--- config.mk ---
export PLATFORM = sky130hd
export DESIGN_NAME = pdd_csr_bank
export DESIGN_NICKNAME = d
export VERILOG_FILES = /design/src/rtl/pdd_pkg.sv /design/src/rtl/pdd_port_slice.sv /design/src/rtl/pdd_rd_mux.sv /design/src/rtl/pdd_csr_bank.sv
export SDC_FILE = /design/constraint.sdc
export NUM_CORES = 1
export LEC_CHECK = 0
export BUFFER_PORTS_ARGS = -buffer_cell sky130_fd_sc_hd__buf_4
export CAP_MARGIN = 5
export CELL_PAD_IN_SITES_DETAIL_PLACEMENT = 1
export CELL_PAD_IN_SITES_GLOBAL_PLACEMENT = 2
export CORE_UTILIZATION = 25
export CTS_CLUSTER_DIAMETER = 120
export CTS_CLUSTER_SIZE = 25
export DETAILED_ROUTE_END_ITERATION = 8
export HOLD_SLACK_MARGIN = 0.03
export PLACE_DENSITY = 0.84
export SKIP_CTS_REPAIR_TIMING = 1
export SYNTH_ARGS = -nofsm -noshare
export SYNTH_HDL_FRONTEND = slang
export SYNTH_SLANG_ARGS = --single-unit
--- constraint.sdc ---
create_clock -name clk -period 2.9 [get_ports clk]
set_input_delay 0.58 -clock clk [delete_from_list [all_inputs] [get_ports clk]]
set_output_delay 0.58 -clock clk [all_outputs]
set_load 0.01 [all_outputs]
--- src/rtl/pdd_pkg.sv ---
`timescale 1ns/1ps
package pdd_pkg;

    // field positions inside a port's register
    localparam int FLD_EN   = 0;
    localparam int FLD_PWR  = 1;
    localparam int FLD_STD  = 2;
    localparam int FLD_LFIT = 3;
    localparam int FLD_W    = 4;

    typedef struct packed {
        logic lfit;
        logic std;
        logic pwr;
        logic en;
    } pdd_state_t;

    typedef struct packed {
        logic port_rst;
        logic an_restart;
        logic an_disabled;
        logic link_up;
        logic an_complete;
        logic std_seen;
        logic pd_found;
        logic lfit_exp;
    } pdd_evt_t;

    function automatic logic [FLD_W-1:0] pdd_pack(pdd_state_t s);
        logic [FLD_W-1:0] r;
        r            = '0;
        r[FLD_EN]    = s.en;
        r[FLD_PWR]   = s.pwr;
        r[FLD_STD]   = s.std;
        r[FLD_LFIT]  = s.lfit & s.std;
        return r;
    endfunction

endpackage

--- src/rtl/pdd_port_slice.sv ---
`timescale 1ns/1ps
module pdd_port_slice
    import pdd_pkg::*;
(
    input  logic       clk,
    input  logic       rst,
    input  logic       wr_hit,
    input  logic       wr_bit,
    input  logic       rd_hit,
    input  pdd_evt_t   evt,
    output pdd_state_t state,
    output logic       active
);

    pdd_state_t nxt;
    logic       pwr_clr;
    logic       std_clr;

    assign active  = state.en & ~evt.link_up & ~evt.an_disabled;

    assign pwr_clr = evt.port_rst | evt.an_restart | evt.an_disabled | evt.an_complete;
    assign std_clr = evt.port_rst | ~state.en | evt.link_up | evt.an_restart | evt.an_disabled;

    always_comb begin
        nxt = state;

        if (evt.port_rst)     nxt.en = 1'b0;
        else if (wr_hit)      nxt.en = wr_bit;

        if (pwr_clr)                          nxt.pwr = 1'b0;
        else if (evt.pd_found && active)      nxt.pwr = 1'b1;

        if (std_clr)                          nxt.std = 1'b0;
        else if (evt.std_seen && active)      nxt.std = 1'b1;
        else if (rd_hit)                      nxt.std = 1'b0;

        if (evt.port_rst)                     nxt.lfit = 1'b0;
        else if (evt.lfit_exp && active)      nxt.lfit = 1'b1;
        else if (rd_hit)                      nxt.lfit = 1'b0;
    end

    always_ff @(posedge clk) begin
        if (rst) state <= '0;
        else     state <= nxt;
    end

endmodule

--- src/rtl/pdd_rd_mux.sv ---
`timescale 1ns/1ps
module pdd_rd_mux
    import pdd_pkg::*;
#(
    parameter int NPORTS = 8,
    parameter int DW     = 16,
    localparam int PW    = (NPORTS > 1) ? $clog2(NPORTS) : 1
) (
    input  pdd_state_t [NPORTS-1:0] states,
    input  logic [PW-1:0]           sel,
    output logic [DW-1:0]           rdata
);

    always_comb begin
        rdata = '0;
        for (int i = 0; i < NPORTS; i++) begin
            if (sel == PW'(i)) rdata = DW'(pdd_pack(states[i]));
        end
    end

endmodule

--- src/rtl/pdd_csr_bank.sv ---
`timescale 1ns/1ps
module pdd_csr_bank
    import pdd_pkg::*;
#(
    parameter int NPORTS = 8,
    parameter int DW     = 16,
    localparam int PW    = (NPORTS > 1) ? $clog2(NPORTS) : 1
) (
    input  logic              clk,
    input  logic              rst,
    input  logic [PW-1:0]     mgmt_port,
    input  logic              mgmt_wr,
    input  logic              mgmt_rd,
    input  logic [DW-1:0]     mgmt_wdata,
    output logic [DW-1:0]     mgmt_rdata,
    input  logic [NPORTS-1:0] port_reset,
    input  logic [NPORTS-1:0] an_restart,
    input  logic [NPORTS-1:0] an_disabled,
    input  logic [NPORTS-1:0] link_up,
    input  logic [NPORTS-1:0] an_complete,
    input  logic [NPORTS-1:0] std_partner_seen,
    input  logic [NPORTS-1:0] pd_found,
    input  logic [NPORTS-1:0] lfit_expired,
    output logic [NPORTS-1:0] disc_active
);

    pdd_state_t [NPORTS-1:0] port_state;

    for (genvar g = 0; g < NPORTS; g++) begin : g_port
        pdd_evt_t ev;
        logic     sel_hit;

        assign sel_hit        = (mgmt_port == PW'(g));
        assign ev.port_rst    = port_reset[g];
        assign ev.an_restart  = an_restart[g];
        assign ev.an_disabled = an_disabled[g];
        assign ev.link_up     = link_up[g];
        assign ev.an_complete = an_complete[g];
        assign ev.std_seen    = std_partner_seen[g];
        assign ev.pd_found    = pd_found[g];
        assign ev.lfit_exp    = lfit_expired[g];

        pdd_port_slice u_slice (
            .clk    (clk),
            .rst    (rst),
            .wr_hit (mgmt_wr & sel_hit),
            .wr_bit (mgmt_wdata[FLD_EN]),
            .rd_hit (mgmt_rd & sel_hit),
            .evt    (ev),
            .state  (port_state[g]),
            .active (disc_active[g])
        );
    end

    pdd_rd_mux #(.NPORTS(NPORTS), .DW(DW)) u_mux (
        .states (port_state),
        .sel    (mgmt_port),
        .rdata  (mgmt_rdata)
    );

endmodule

==> metrics.txt, run 1 <==
P&R area growth vs syn 36.11%; CP Class input pin to output pin; sequential fraction of the synthesis area 34.43%; required time worst endpoint 2.32 ns; CTS buffer count 5; NumNets Final 363; f_max 441.3 MHz; M3 GR Usage 3.638%; Simple-Gate Fraction of Synth Area 34.90%; Longest Clk Path Bufs 2; max reg flops 32; Wirelength per Cell 14.04 µm; total power 0.0009407 W; Largest regs g_port.u_slice.state: 32 flops; grt ovf 0; top_reg_cell synth dfxtp_1; Buffers on Ports 83; H-Tree Depth 2; io pins 111; Pleak 1.014 nW; post-synthesis adder-cell area fraction 0%; Hold Path Class input pin to register; Avg Cell Area, Syn 9.165 µm²; Startpoint Class input pin; R2R Setup Slk 1.76 ns; TritonRoute pass-1 iters 4; mux cell area share after synthesis 7.128%; most frequent cells in the layout 83 x buf_4, 32 x dfxtp_1, 19 x nand2_1, 19 x a21oi_1, 15 x nor3b_2; fin area 2532 µm²; clk slew on worst S/H paths 0.06 ns; first-pass GRT wire length 8148 µm; Max-cap violations 0; fin crit period 2.266 ns; ANT cells 0; met1 Use GR 17.43%; GR peak layer met2; register with the highest flop count g_port.u_slice.state; Die Area 7791 µm²; vias in the first global route 1741; WHS 0.4637 ns; critical path endpoint category output pin; Die Height 88.27 µm; post-route ant nets 0; Die X-Extent 88.27 µm; Max IR drop VDD 169.2 µV; Iter 0 DRT Violations 71; Initial Util 25.79%; post-synthesis compound-gate area fraction 11.84%; Post-synth EDFFs 0; pin count of the biggest net entering global routing 25; Tot GR Track Use 13.86%; final wirelength 5279 µm; Yosys warnings 0; hpwl dp 4251 µm; unrepaired setup endpoints after global routing no; fin crit share 78.14%; #FFs+latches synth 32; Area after DPL 2442 µm²; main combinational cell family by area after synthesis simple AND/OR/NAND/NOR gates; final core utilization 35.10%; Via Count 1720; Max Slew Vio Count 0; clk_skew 0.001269 ns; Final Hold Vio Count 0; core box area 7214 µm²; clock tree root buffer cell clkbuf_8; GR Layer Usage met2 23.78%; CTS tree yes; TNS Setup 0 ns; drc violations 0; Synth async-reset ratio 0%; Worst-Skew Late Latency 0.27 ns; commonest non-fill, non-tap cell in the layout buf_4; Gate Count Post-Synth 203; final setup vio count 0; CP arrival 1.69 ns; Clock Sinks 32; Max FO, Critical Path 17; Vias/cell 4.574; Post-Syn Area 1861 µm²; Distinct cells, synth 32; fraction of layout cells with a size suffix above 1 42.24%; initial antenna violation count 0; row cnt 31; P per Cell Area 371.5 nW/µm²; post-synthesis xor/xnor area fraction 0%; GP Congestion 0.7303; status completed
worst paths after layout:
path	from	to	cells past startpoint
max	mgmt_port[1]	mgmt_rdata[1]	5
min	an_complete[5]	g_port[5].u_slice.state[1]$_SDFFE_PP0P_	2
max reg2reg	g_port[6].u_slice.state[0]$_SDFFE_PP0P_	g_port[6].u_slice.state[1]$_SDFFE_PP0P_	4
min reg2reg	g_port[5].u_slice.state[1]$_SDFFE_PP0P_	g_port[5].u_slice.state[1]$_SDFFE_PP0P_	2
stage by stage:
step                      worst slack [ns]  cells
after floorplan                     0.9850    214
after global placement              0.6382    368
after detailed placement            0.6311    368
after CTS                           0.6328    376
after global routing                0.5502    376
final                               0.6340    376
synth_stat cells (2+ instances only):
master	n	area [µm²]
a22oi_1	10	75.07
nor3_1	12	60.06
nand2_1	19	71.32
nor2_1	2	7.510
buf_4	23	172.7
buf_6	2	22.52
nor4_1	5	31.28
inv_1	2	7.510
o21ai_0	2	10.01
and3b_1	2	17.52
a21oi_1	19	95.09
or3_1	8	50.05
clkbuf_1	3	11.26
nor3b_2	15	187.7
dfxtp_1	32	640.6
nand3_1	8	40.04
o211ai_1	2	15.01
nor3_2	7	70.07
and3_1	3	18.77
o21ai_1	2	10.01
mux2i_1	11	110.1
nor4_2	3	37.54
nand4_1	2	12.51
area by class of cell:
type	instances	area, µm²
clock buffer	8	90.09
fill	888	4682
inverter	2	7.507
tap	99	123.9
timing repair buffer	83	623.1
sequential	32	640.6
multi-input combinational	152	1047
worst max-delay path, cell delays in order:
cell     delay, ns
buf_4         0.21
mux4_2        0.54
o21ai_1       0.14
nand2_1       0.07
buf_4         0.14
cells by family after synthesis:
group	Yosys count
AO/OA/AOI/OAI	37
AND/OR/NAND/NOR	91
other	1
buffers and inverters	30
multiplexers	12
flip-flops	32
power breakdown:
part / switching [W] / internal, W / total, W
clock network: 0.000153 / 0.000193 / 0.000346
logic: 0.0000713 / 0.0000820 / 0.000153
registers: 0.000000792 / 0.000440 / 0.000441
total: 0.000225 / 0.000716 / 0.000941
per-layer routing:
metal	share of wire [%]	wire length, µm
met5	0	0
met4	0.49	26
met3	6.2	326
met2	48	2554
met1	45	2372
Note: power is estimated with default switching activity, not from simulation.
==> run 2: changes to the inputs <==
CORE_UTILIZATION = 21   (was 25)
PLACE_DENSITY = 0.76   (was 0.84)
clock period = 1.9 ns   (was 2.9 ns; I/O delays follow)
==> run 2 against run 1 <==
- core utilization shrank 5.0 points
- worst setup slack lost 0.55 ns
- register-to-register slack lost 0.97 ns
- flip-flop and latch count is the same
- sequential share of layout area grew 0.063 points
- design area shrank 0.25%
- count of clock-buffer cells in the layout shrank 3
- combinational power grew 55%
- routed wire length grew 5.6%
- cell count grew 1.1%
- global-route usage shrank 1.3 points
- first-iteration DRC count shrank 24%
- critical endpoint unchanged
==> metrics.txt, run 2 (synthesized netlist as in run 1, its figures left out) <==
R2R Setup Slk 0.79 ns; CTS buffer count 5; GR Layer Usage met2 21.93%; Critical path origin g_port[1].u_slice.state[1]$_SDFFE_PP0P_; Initial Util 22.20%; Vias/cell 4.508; CP arrival 1.44 ns; max reg flops 32; critical path endpoint category output pin; GP Congestion 0.7145; path depth of the worst reg2reg path 3; Crit path largest cell delay 0.48 ns; drc violations 0; Max Slew Vio Count 0; register with the highest flop count g_port.u_slice.state; fin area 2526 µm²; Die Area 9240 µm²; Max FO, Critical Path 2; Area after DPL 2457 µm²; internal power 0.001035 W; Iter 0 DRT Violations 54; CTS tree yes; Via Count 1713; CP Class register to output pin; Die Height 96.13 µm; fraction of layout cells with a size suffix above 1 42.55%; clock tree root buffer cell clkbuf_8; Wirelength per Cell 14.68 µm; combinational power share 17.2%; R2R Path Start g_port[2].u_slice.state[0]$_SDFFE_PP0P_; Worst Hold Path EP g_port[1].u_slice.state[1]$_SDFFE_PP0P_; Tot GR Track Use 12.60%; delay-heaviest family, CP multiplexers; TNS Setup 0 ns; final core utilization 30.14%; Sw Share 24.87%; initial antenna violation count 0; first-pass GRT wire length 8673 µm; Die X-Extent 96.13 µm; Worst Hold Depth 2; Max-cap violations 0; Longest Clk Path Bufs 2; CP max-delay cell mux4_2; sequential share of power 48.9%; fin crit share 95.81%; final wirelength 5577 µm; P&R area growth vs syn 35.78%; hpwl dp 4528 µm; Hold Path Class input pin to register; GR peak layer met2; Pleak 1.010 nW; commonest non-fill, non-tap cell in the layout buf_4; hold_sp an_complete[1]; Buffers on Ports 83; most frequent cells in the layout 84 x buf_4, 32 x dfxtp_1, 19 x nand2_1, 19 x a21oi_1, 15 x nor3b_2; row cnt 33; f_max 549.3 MHz; pin count of the biggest net entering global routing 25; NumNets Final 364; status completed; Max IR drop VDD 178.0 µV; final setup vio count 0; worst flop-to-flop path endpoint g_port[2].u_slice.state[1]$_SDFFE_PP0P_; Largest regs g_port.u_slice.state: 32 flops; clk_skew 0.0004176 ns; fin crit period 1.820 ns; met1 Use GR 15.22%; M3 GR Usage 3.081%; Clock Sinks 32; io pins 111; TritonRoute pass-1 iters 4; clock share of power 33.8%; P per Cell Area 545.2 nW/µm²; clk slew on worst S/H paths 0.07 ns; H-Tree Depth 2; total power 0.001377 W; Startpoint Class register; vias in the first global route 1784; Net Sw Power 0.0003426 W; worst-path cell chain mux4_2 > o21ai_1 > nand2_1 > buf_4; WHS 0.2523 ns; Final Hold Vio Count 0; critical path buffer and inverter count 1; required time worst endpoint 1.52 ns; unrepaired setup endpoints after global routing no; core box area 8382 µm²; grt ovf 0; Worst-Skew Late Latency 0.28 ns; fillers 1003; ANT cells 0; post-route ant nets 0
## run 2: cell count changes in the layout (fill, tap and decap cells not counted), sizes merged
cell,before,now
buf,83,84
clkbuf,8,5
## run 2: routing by layer
metal / vias to the layer above / wire, µm
met5: - / 0
met4: 0 / 54
met3: 8 / 334
met2: 59 / 2667
met1: 784 / 2521
li1: 862 / -
## run 2: worst reg2reg max path, cell delays in order, from the launching register on
cell and delay [ns]:
dfxtp_1 0.36, nor3b_2 0.30, a21oi_1 0.13, nor4_2 0.23
## run 2: power groups by stage
stage                     Clock (W)  Sequential, W  Combinational [W]
after global routing       0.000516       0.000673           0.000261
after global placement            0       0.000689           0.000239
after floorplan                   0       0.000688           0.000109
after CTS                  0.000488       0.000673           0.000242
final                      0.000466       0.000674           0.000237
after detailed placement          0       0.000689           0.000241
## run 2: worst max-delay path by stage
stage                                to  slack, ns  cells past startpoint
after floorplan           mgmt_rdata[2]       0.39                      6
after global placement    mgmt_rdata[0]       0.06                      5
after detailed placement  mgmt_rdata[1]       0.07                      5
after CTS                 mgmt_rdata[1]       0.04                      4
after global routing      mgmt_rdata[3]      0.007                      7
final                     mgmt_rdata[1]       0.08                      4
## run 2: area by class of cell
cell class	instances	area [µm²]	area share, %
well taps	105	131.4	5.201
inverters	2	7.507	0.2972
repair buffers	84	630.6	24.96
multi-input cells	152	1047	41.46
flip-flops and latches	32	640.6	25.36
clock buffers	5	68.82	2.724
## run 2: stage by stage
step / setup slack (ns) / cells
after CTS: 0.04390 / 380
after global routing: 0.006999 / 380
after detailed placement: 0.06683 / 375
final: 0.07960 / 380
after global placement: 0.05755 / 375
after floorplan: 0.3850 / 214
==> run 3: changes to the inputs <==
REMOVE_ABC_BUFFERS = 1   (was default)
SLEW_MARGIN = 20   (was default)
==> run 3 against run 2 <==
- critical path depth increased by 1
- cell count increased by 0.53%
- maximum frequency decreased by 1.0%
- critical path type is now input pin to output pin
- critical endpoint is now mgmt_rdata[0]
- highest routed layer unchanged
==> metrics.txt, run 3 (synthesized netlist as in run 1, its figures left out) <==
status completed; row cnt 33; Die Height 96.13 µm; clock tree root buffer cell clkbuf_8; pin count of the biggest net entering global routing 25; critical path buffer and inverter count 2; vias in the first global route 1790; pre-CTS setup slack 0.07130 ns; clk_skew 0.0002802 ns; drc violations 0; R2R Path Start g_port[5].u_slice.state[0]$_SDFFE_PP0P_; Wirelength per Cell 14.99 µm; Longest Clk Path Bufs 2; core box area 8382 µm²; io pins 111; Die X-Extent 96.13 µm; Crit path largest cell delay 0.27 ns; total power 0.001391 W; critical path endpoint category output pin; worst-path cell chain buf_4 > and3b_2 > a22oi_1 > and3_1 > buf_4; f_max 543.8 MHz; fin crit period 1.839 ns; Iter 0 DRT Violations 39; R2R Setup Slk 0.79 ns; P per Cell Area 546.2 nW/µm²; clk slew on worst S/H paths 0.06 ns; Critical path origin mgmt_port[0]; first-pass GRT wire length 8611 µm; max reg flops 32; fraction of layout cells with a size suffix above 1 43.68%; TritonRoute pass-1 iters 4; ANT cells 0; Pleak 1.021 nW; Vias/cell 4.586; path depth of the worst reg2reg path 3; Largest regs g_port.u_slice.state: 32 flops; Via Count 1752; commonest non-fill, non-tap cell in the layout buf_4; CP arrival 1.46 ns; required time worst endpoint 1.52 ns; Max IR drop VDD 204.0 µV; GP Congestion 0.7047; CP max-delay cell and3b_2; Worst-Skew Late Latency 0.28 ns; CTS buffer count 5; Buffers on Ports 83; CTS tree yes; CP Class input pin to output pin; fillers 1002; Initial Util 22.20%; WHS 0.2461 ns; Max Slew Vio Count 0; Tot GR Track Use 12.52%; register with the highest flop count g_port.u_slice.state; Final Hold Vio Count 0; footprint of the multi-input gates 1051 µm²; final wirelength 5726 µm; H-Tree Depth 2; Clock Sinks 32; final setup vio count 0; Hold Path Class input pin to register; Sequential cell area 641.9 µm²; NumNets Final 366; most frequent cells in the layout 86 x buf_4, 31 x dfxtp_1, 19 x nand2_1, 19 x a21oi_1, 15 x nor3b_2; Max-cap violations 0; Startpoint Class input pin; worst flop-to-flop path endpoint g_port[5].u_slice.state[1]$_SDFFE_PP0P_; Stages on worst setup path 5; P&R area growth vs syn 36.85%; slack of the critical path 0.06103 ns; post-route ant nets 0; delay-heaviest family, CP simple AND/OR/NAND/NOR gates; Worst Setup EP mgmt_rdata[0]; initial antenna violation count 0; grt ovf 0; hpwl dp 4544 µm; Max FO, Critical Path 19; Die Area 9240 µm²; fin crit share 96.79%; CP dominant cell by count buf_4
## run 3: layout make-up
| class | count | area share (%) |
|---|---|---|
| clock buffer | 5 | 2.703 |
| inverter | 2 | 0.2948 |
| multi-input combinational | 152 | 41.28 |
| sequential | 32 | 25.21 |
| tap | 105 | 5.160 |
| timing repair buffer | 86 | 25.36 |
## run 3: per-stage QoR
| stage | cells | utilization, % | TNS, ns | area [µm²] |
|---|---|---|---|---|
| after CTS | 382 | 30.32 | 0 | 2541 |
| after global placement | 377 | 29.50 | 0 | 2472 |
| after global routing | 382 | 30.38 | -0.002257 | 2546 |
| after detailed placement | 377 | 29.50 | 0 | 2472 |
| after floorplan | 186 | - | 0 | 1695 |
| final | 382 | 30.38 | 0 | 2546 |
## run 3: routing by layer
| layer | vias up | global-route usage (%) | routed length, µm |
|---|---|---|---|
| li1 | 867 | - | - |
| met4 | 0 | 4.478 | 76 |
| met1 | 817 | 15.79 | 2568 |
| met2 | 60 | 20.09 | 2624 |
| met5 | - | 0 | 0 |
| met3 | 8 | 3.712 | 456 |
## run 3: worst min path at each step
| stage | start | end | slack, ns | depth (start not counted) |
|---|---|---|---|---|
| after floorplan | port_reset[0] | g_port[0].u_slice.state[0]$_SDFFE_PP0P_ | 0.45 | 1 |
| after detailed placement | g_port[1].u_slice.state[1]$_SDFFE_PP0P_ | g_port[1].u_slice.state[1]$_SDFFE_PP0P_ | 0.52 | 2 |
| after CTS | an_complete[2] | g_port[2].u_slice.state[1]$_SDFFE_PP0P_ | 0.25 | 2 |
| after global placement | g_port[1].u_slice.state[1]$_SDFFE_PP0P_ | g_port[1].u_slice.state[1]$_SDFFE_PP0P_ | 0.51 | 2 |
| final | an_complete[2] | g_port[2].u_slice.state[1]$_SDFFE_PP0P_ | 0.25 | 2 |
| after global routing | an_complete[2] | g_port[2].u_slice.state[1]$_SDFFE_PP0P_ | 0.24 | 2 |
## run 3: power by group
| part | internal, W | switching, W |
|---|---|---|
| Sequential | 0.000672 | 0.00000117 |
| Clock | 0.000236 | 0.000237 |
| Combinational | 0.000129 | 0.000115 |
| Total | 0.00104 | 0.000353 |
